## config.mk

```make
export PLATFORM = sky130hd
export DESIGN_NAME = tcam_classifier
export DESIGN_NICKNAME = d
export VERILOG_FILES = /design/src/rtl/tcam_pkg.sv /design/src/rtl/tcam_rule_array.sv /design/src/rtl/tcam_prio_enc.sv /design/src/rtl/tcam_classifier.sv
export SDC_FILE = /design/constraint.sdc
export NUM_CORES = 2
export LEC_CHECK = 0
export ABC_AREA = 0
export CORE_MARGIN = 2
export CORE_UTILIZATION = 55
export CTS_CLUSTER_DIAMETER = 120
export CTS_CLUSTER_SIZE = 24
export DETAILED_ROUTE_END_ITERATION = 16
export PLACE_DENSITY = 0.81
export SYNTH_ARGS = -nofsm -noshare
export SYNTH_HDL_FRONTEND = slang
export SYNTH_SLANG_ARGS = --single-unit
```

## constraint.sdc

```tcl
create_clock -name clk -period 5.95 [get_ports clk]
set_input_delay 1.19 -clock clk [delete_from_list [all_inputs] [get_ports clk]]
set_output_delay 1.19 -clock clk [all_outputs]
set_load 0.005 [all_outputs]
```

## src/rtl/tcam_pkg.sv

```systemverilog
package tcam_pkg;
  parameter int unsigned DEF_ENTRIES = 32;
  parameter int unsigned DEF_KEY_W   = 32;

  function automatic int unsigned idx_width(input int unsigned n);
    return (n > 1) ? $clog2(n) : 1;
  endfunction
endpackage

```

## src/rtl/tcam_rule_array.sv

```systemverilog
module tcam_rule_array #(
  parameter int unsigned ENTRIES = tcam_pkg::DEF_ENTRIES,
  parameter int unsigned KEY_W   = tcam_pkg::DEF_KEY_W,
  localparam int unsigned IDX_W  = tcam_pkg::idx_width(ENTRIES)
) (
  input  logic               clk,
  input  logic               rst,
  input  logic               wr_en,
  input  logic [IDX_W-1:0]   wr_idx,
  input  logic [KEY_W-1:0]   wr_value,
  input  logic [KEY_W-1:0]   wr_mask,
  input  logic               wr_valid,
  input  logic [KEY_W-1:0]   key,
  output logic [ENTRIES-1:0] match
);
  // One storage slot and one comparator per rule.
  for (genvar e = 0; e < ENTRIES; e++) begin : g_rule
    logic [KEY_W-1:0] val_q;
    logic [KEY_W-1:0] care_q;
    logic             live_q;
    logic             sel;

    assign sel = wr_en && (wr_idx == IDX_W'(e));

    always_ff @(posedge clk) begin
      if (sel) begin
        val_q  <= wr_value;
        care_q <= wr_mask;
      end
    end

    always_ff @(posedge clk) begin
      if (rst)      live_q <= 1'b0;
      else if (sel) live_q <= wr_valid;
    end

    assign match[e] = live_q && (((key ^ val_q) & care_q) == '0);
  end
endmodule

```

## src/rtl/tcam_prio_enc.sv

```systemverilog
module tcam_prio_enc #(
  parameter int unsigned N      = tcam_pkg::DEF_ENTRIES,
  localparam int unsigned IDX_W = tcam_pkg::idx_width(N)
) (
  input  logic [N-1:0]     req,
  output logic             any,
  output logic [IDX_W-1:0] idx
);
  // Scan from the top down so the lowest set bit is written last and wins.
  always_comb begin
    any = |req;
    idx = '0;
    for (int i = N - 1; i >= 0; i--) begin
      if (req[i]) idx = IDX_W'(i);
    end
  end
endmodule

```

## src/rtl/tcam_classifier.sv

```systemverilog
module tcam_classifier #(
  parameter int unsigned ENTRIES = tcam_pkg::DEF_ENTRIES,
  parameter int unsigned KEY_W   = tcam_pkg::DEF_KEY_W,
  localparam int unsigned IDX_W  = tcam_pkg::idx_width(ENTRIES)
) (
  input  logic             clk,
  input  logic             rst,
  input  logic             wr_en,
  input  logic [IDX_W-1:0] wr_idx,
  input  logic [KEY_W-1:0] wr_value,
  input  logic [KEY_W-1:0] wr_mask,
  input  logic             wr_valid,
  input  logic             lk_valid,
  input  logic [KEY_W-1:0] lk_key,
  output logic             res_valid,
  output logic             res_hit,
  output logic [IDX_W-1:0] res_idx
);
  logic [ENTRIES-1:0] match_vec;
  logic               any_match;
  logic [IDX_W-1:0]   win_idx;

  tcam_rule_array #(.ENTRIES(ENTRIES), .KEY_W(KEY_W)) rules_i (
    .clk      (clk),
    .rst      (rst),
    .wr_en    (wr_en),
    .wr_idx   (wr_idx),
    .wr_value (wr_value),
    .wr_mask  (wr_mask),
    .wr_valid (wr_valid),
    .key      (lk_key),
    .match    (match_vec)
  );

  tcam_prio_enc #(.N(ENTRIES)) prio_i (
    .req (match_vec),
    .any (any_match),
    .idx (win_idx)
  );

  always_ff @(posedge clk) begin
    if (rst) begin
      res_valid <= 1'b0;
      res_hit   <= 1'b0;
      res_idx   <= '0;
    end else begin
      res_valid <= lk_valid;
      res_hit   <= lk_valid && any_match;
      res_idx   <= (lk_valid && any_match) ? win_idx : '0;
    end
  end
endmodule

```

==> flow_summary.toml <==
[status]
status = "completed"

[clock_tree]
clock-sinks = 2087
clockRootBuffer = "clkbuf_16"
cts_resized = 0
cts_buffers = 96
clock_latency_ns = 0.76
clockBufferDepth = 3
cts_tree = "done"
clk_pin_slew_ns = 0.09
hold_buffers = 0
post_cts_buffers = 0
htreeDepth = 3

[setup_path]
cp.arrival_ns = 5.02
crit_end = "res_idx[1]"
cp-start-kind = "primary input"
crit_path_max_fanout = 15
ff2ff_path_depth = 9
crit_type = "in2reg"
cp_data_required_time_ns = 6.63
endpoint_kind = "flop"
reg2reg_slack_ns = 2.50
critPathLaunch = "lk_key[14]"
timing.rr.start = "rules_i.g_rule[30].val_q[26]"
rr_endpoint = "res_idx[1]"

[logic_synthesis]
netlist_area_sq_um = 78400
synth_edf_count = 2048
avgSynthCellArea_sq_um = 18.9
seq_area_frac_synth = 0.795
synth_nets = 4246
ys_seq_elements = 2087
synth_async_sr_flop_share = 0
synth_cell_type_count = 41
synth_ff_type = "edfxtp_1"
syn_inst = 4140
ys_warn_count = 0

[cells_and_area]
drive_above_1_share = 0.0950
layout.nets = 4486
syn2layout_area_growth_pct = 8.36
nFillCells = 9639

[floorplan]
die_height_um = 381
die_area_sq_um = 145000
rows = 138
initial_core_util = 0.554
num_io_pins = 113
core_sq_um = 141000
die_w_um = 381

[power]
p_leak_uw = 0.0277
ir_drop_mv = 0.328
powerDensity_nw_per_um2 = 299

[worst_hold_path]
min_path_type = "reg2reg"
min-delay-start = "rules_i.g_rule[20].live_q"
holdPathStages = 2

[grt]
grt-ovfl-total = 0
grt_pass1_wl_um = 311000
grtUsageTotal = 0.313
grt_pass1_vias = 40300
antenna_found_initial = 32
grt_start_max_net_pins = 66

[sta]
setup_viol = 0
relSlewSlack = 0.0144
whs_ns = 0.482
period_needed_ns = 4.34
skew_ns = 0.0274
setup_tns_ns = 0
hold_viol = 0
rsz0062_at_grt = "false"
max_clock_freq_mhz = 230
worst_pin_slew_ns = 1.48
slew_viol_final = 0
timing.final.crit_share = 0.730

[placed_design]
gp_congestion = 0.982
place_hpwl_um = 127000
io_buffer_count = 112

[drt]
firstDrtPassIters = 8
vias = 42700
routed_wirelength_um = 231000
drt-wirelength-per-cell_um = 36.4
drc = 0
postRouteAntennaNets = 0
first_iter_violations = 9570
vias_per_cell = 6.75

[run]
drv_cap = 0
## layout make-up
cell class                 count  area [sq um]  area share
inverter                       8          30.0    0.000354
clock buffer                 148          2680      0.0316
antenna                       10          25.0    0.000295
tap                         1890          2360      0.0279
sequential                  2087         62300       0.734
clock inverter                 2          25.0    0.000295
multi-input combinational   1905         15300       0.180
timing repair buffer         282          2170      0.0256
## stage by stage
| stage | setup WS, ns | area, sq um | std cells | util | total power (uW) |
|---|---|---|---|---|---|
| floorplan | 0.919 | 78400 | 4140 | - | 17300 |
| global placement | 1.16 | 82200 | 6172 | 0.581 | 18200 |
| detailed placement | 1.07 | 82200 | 6172 | 0.581 | 18200 |
| CTS | 1.80 | 84900 | 6322 | 0.600 | 25300 |
| global route | 1.66 | 84900 | 6323 | 0.600 | 25900 |
| finish | 1.61 | 84900 | 6332 | 0.600 | 25400 |
## worst min-delay path by stage
stage	slack [ns]	endpoint
6_report	0.48	rules_i.g_rule[20].live_q
5_1_grt	0.51	rules_i.g_rule[20].live_q
4_1_cts	0.48	rules_i.g_rule[20].live_q
3_5_place_dp	0.47	rules_i.g_rule[20].live_q
3_3_place_gp	0.46	rules_i.g_rule[18].live_q
2_1_floorplan	0.45	rules_i.g_rule[28].live_q
## critical path, stage by stage
cell,delay (ns)
buf_2,0.75
buf_4,0.36
xor2_1,0.09
a22oi_1,0.55
nand4_1,0.25
nor3_1,0.55
nand4_1,0.36
nand4_1,0.27
nor2_1,0.10
a31o_2,0.29
inv_2,0.06
o2111a_1,0.18
## cells in the final DEF (no fill, tap or decap), drive strengths merged, types with 2 or more instances in the layout
master | netlist | final
clkbuf | 15 | 149
a21boi | 2 | 2
and2 | 4 | 4
a221oi | 94 | 94
edfxtp | 2048 | 2048
nand2b | 5 | 5
clkdlybuf4s50 | 0 | 16
nand2 | 82 | 82
nor4 | 2 | 2
a22oi | 260 | 260
inv | 8 | 9
o21bai | 2 | 2
nand3 | 53 | 53
or4 | 15 | 15
a211oi | 5 | 5
a21oi | 36 | 36
nor2 | 37 | 37
dfxtp | 39 | 39
nor3 | 17 | 17
o21ai | 39 | 39
buf | 125 | 265
o2111ai | 2 | 2
diode | 0 | 10
nand4 | 83 | 83
and4 | 3 | 3
a222oi | 32 | 32
o211ai | 2 | 2
xor2 | 1024 | 1024
nor2b | 5 | 5
a22o | 94 | 94
## synth_stat cells, drive strengths merged (2+ instances only)
library cell	instances	area (sq um)
xor2	1024	8970
nand2	82	308
a21boi	2	15.0
a22oi	260	1950
inv	8	30.0
nor3	17	85.1
o2111ai	2	17.5
edfxtp	2048	61500
o21bai	2	15.0
dfxtp	39	781
or4	15	124
nand3	53	265
buf	125	906
o21ai	39	195
nor2b	5	31.3
nand2b	5	31.3
and4	3	26.3
nor4	2	12.5
nor2	37	139
nand4	83	519
o211ai	2	15.0
clkbuf	15	56.3
a211oi	5	52.6
and2	4	25.0
a221oi	94	898
a222oi	32	320
a21oi	36	180
a22o	94	823
## cells by family after synthesis
family | synth area share
compound gates | 0.0577
xor+xnor | 0.114
buf+inv | 0.0127
flops | 0.795
simple gates | 0.0203
## sequential cells by signal (all words and copies together), names as in the netlist
| register | count |
|---|---|
| rules_i.g_rule.care_q | 1024 |
| rules_i.g_rule.live_q | 32 |
| rules_i.g_rule.val_q | 1024 |
| res_valid | 1 |
| res_hit | 1 |
| res_idx | 5 |
## power breakdown
part | switching, uW | internal [uW]
registers | 57.3 | 16300
logic | 1240 | 382
clock network | 4290 | 3120
total | 5590 | 19800
## layer usage
metal	vias up	global-route usage	wire length (um)
li1	16400	-	-
met1	21300	0.431	75500
met2	4219	0.462	101000
met3	737	0.0821	39300
met4	6	0.162	14900
met5	-	0	42
Power figures use the tool's default switching activity.
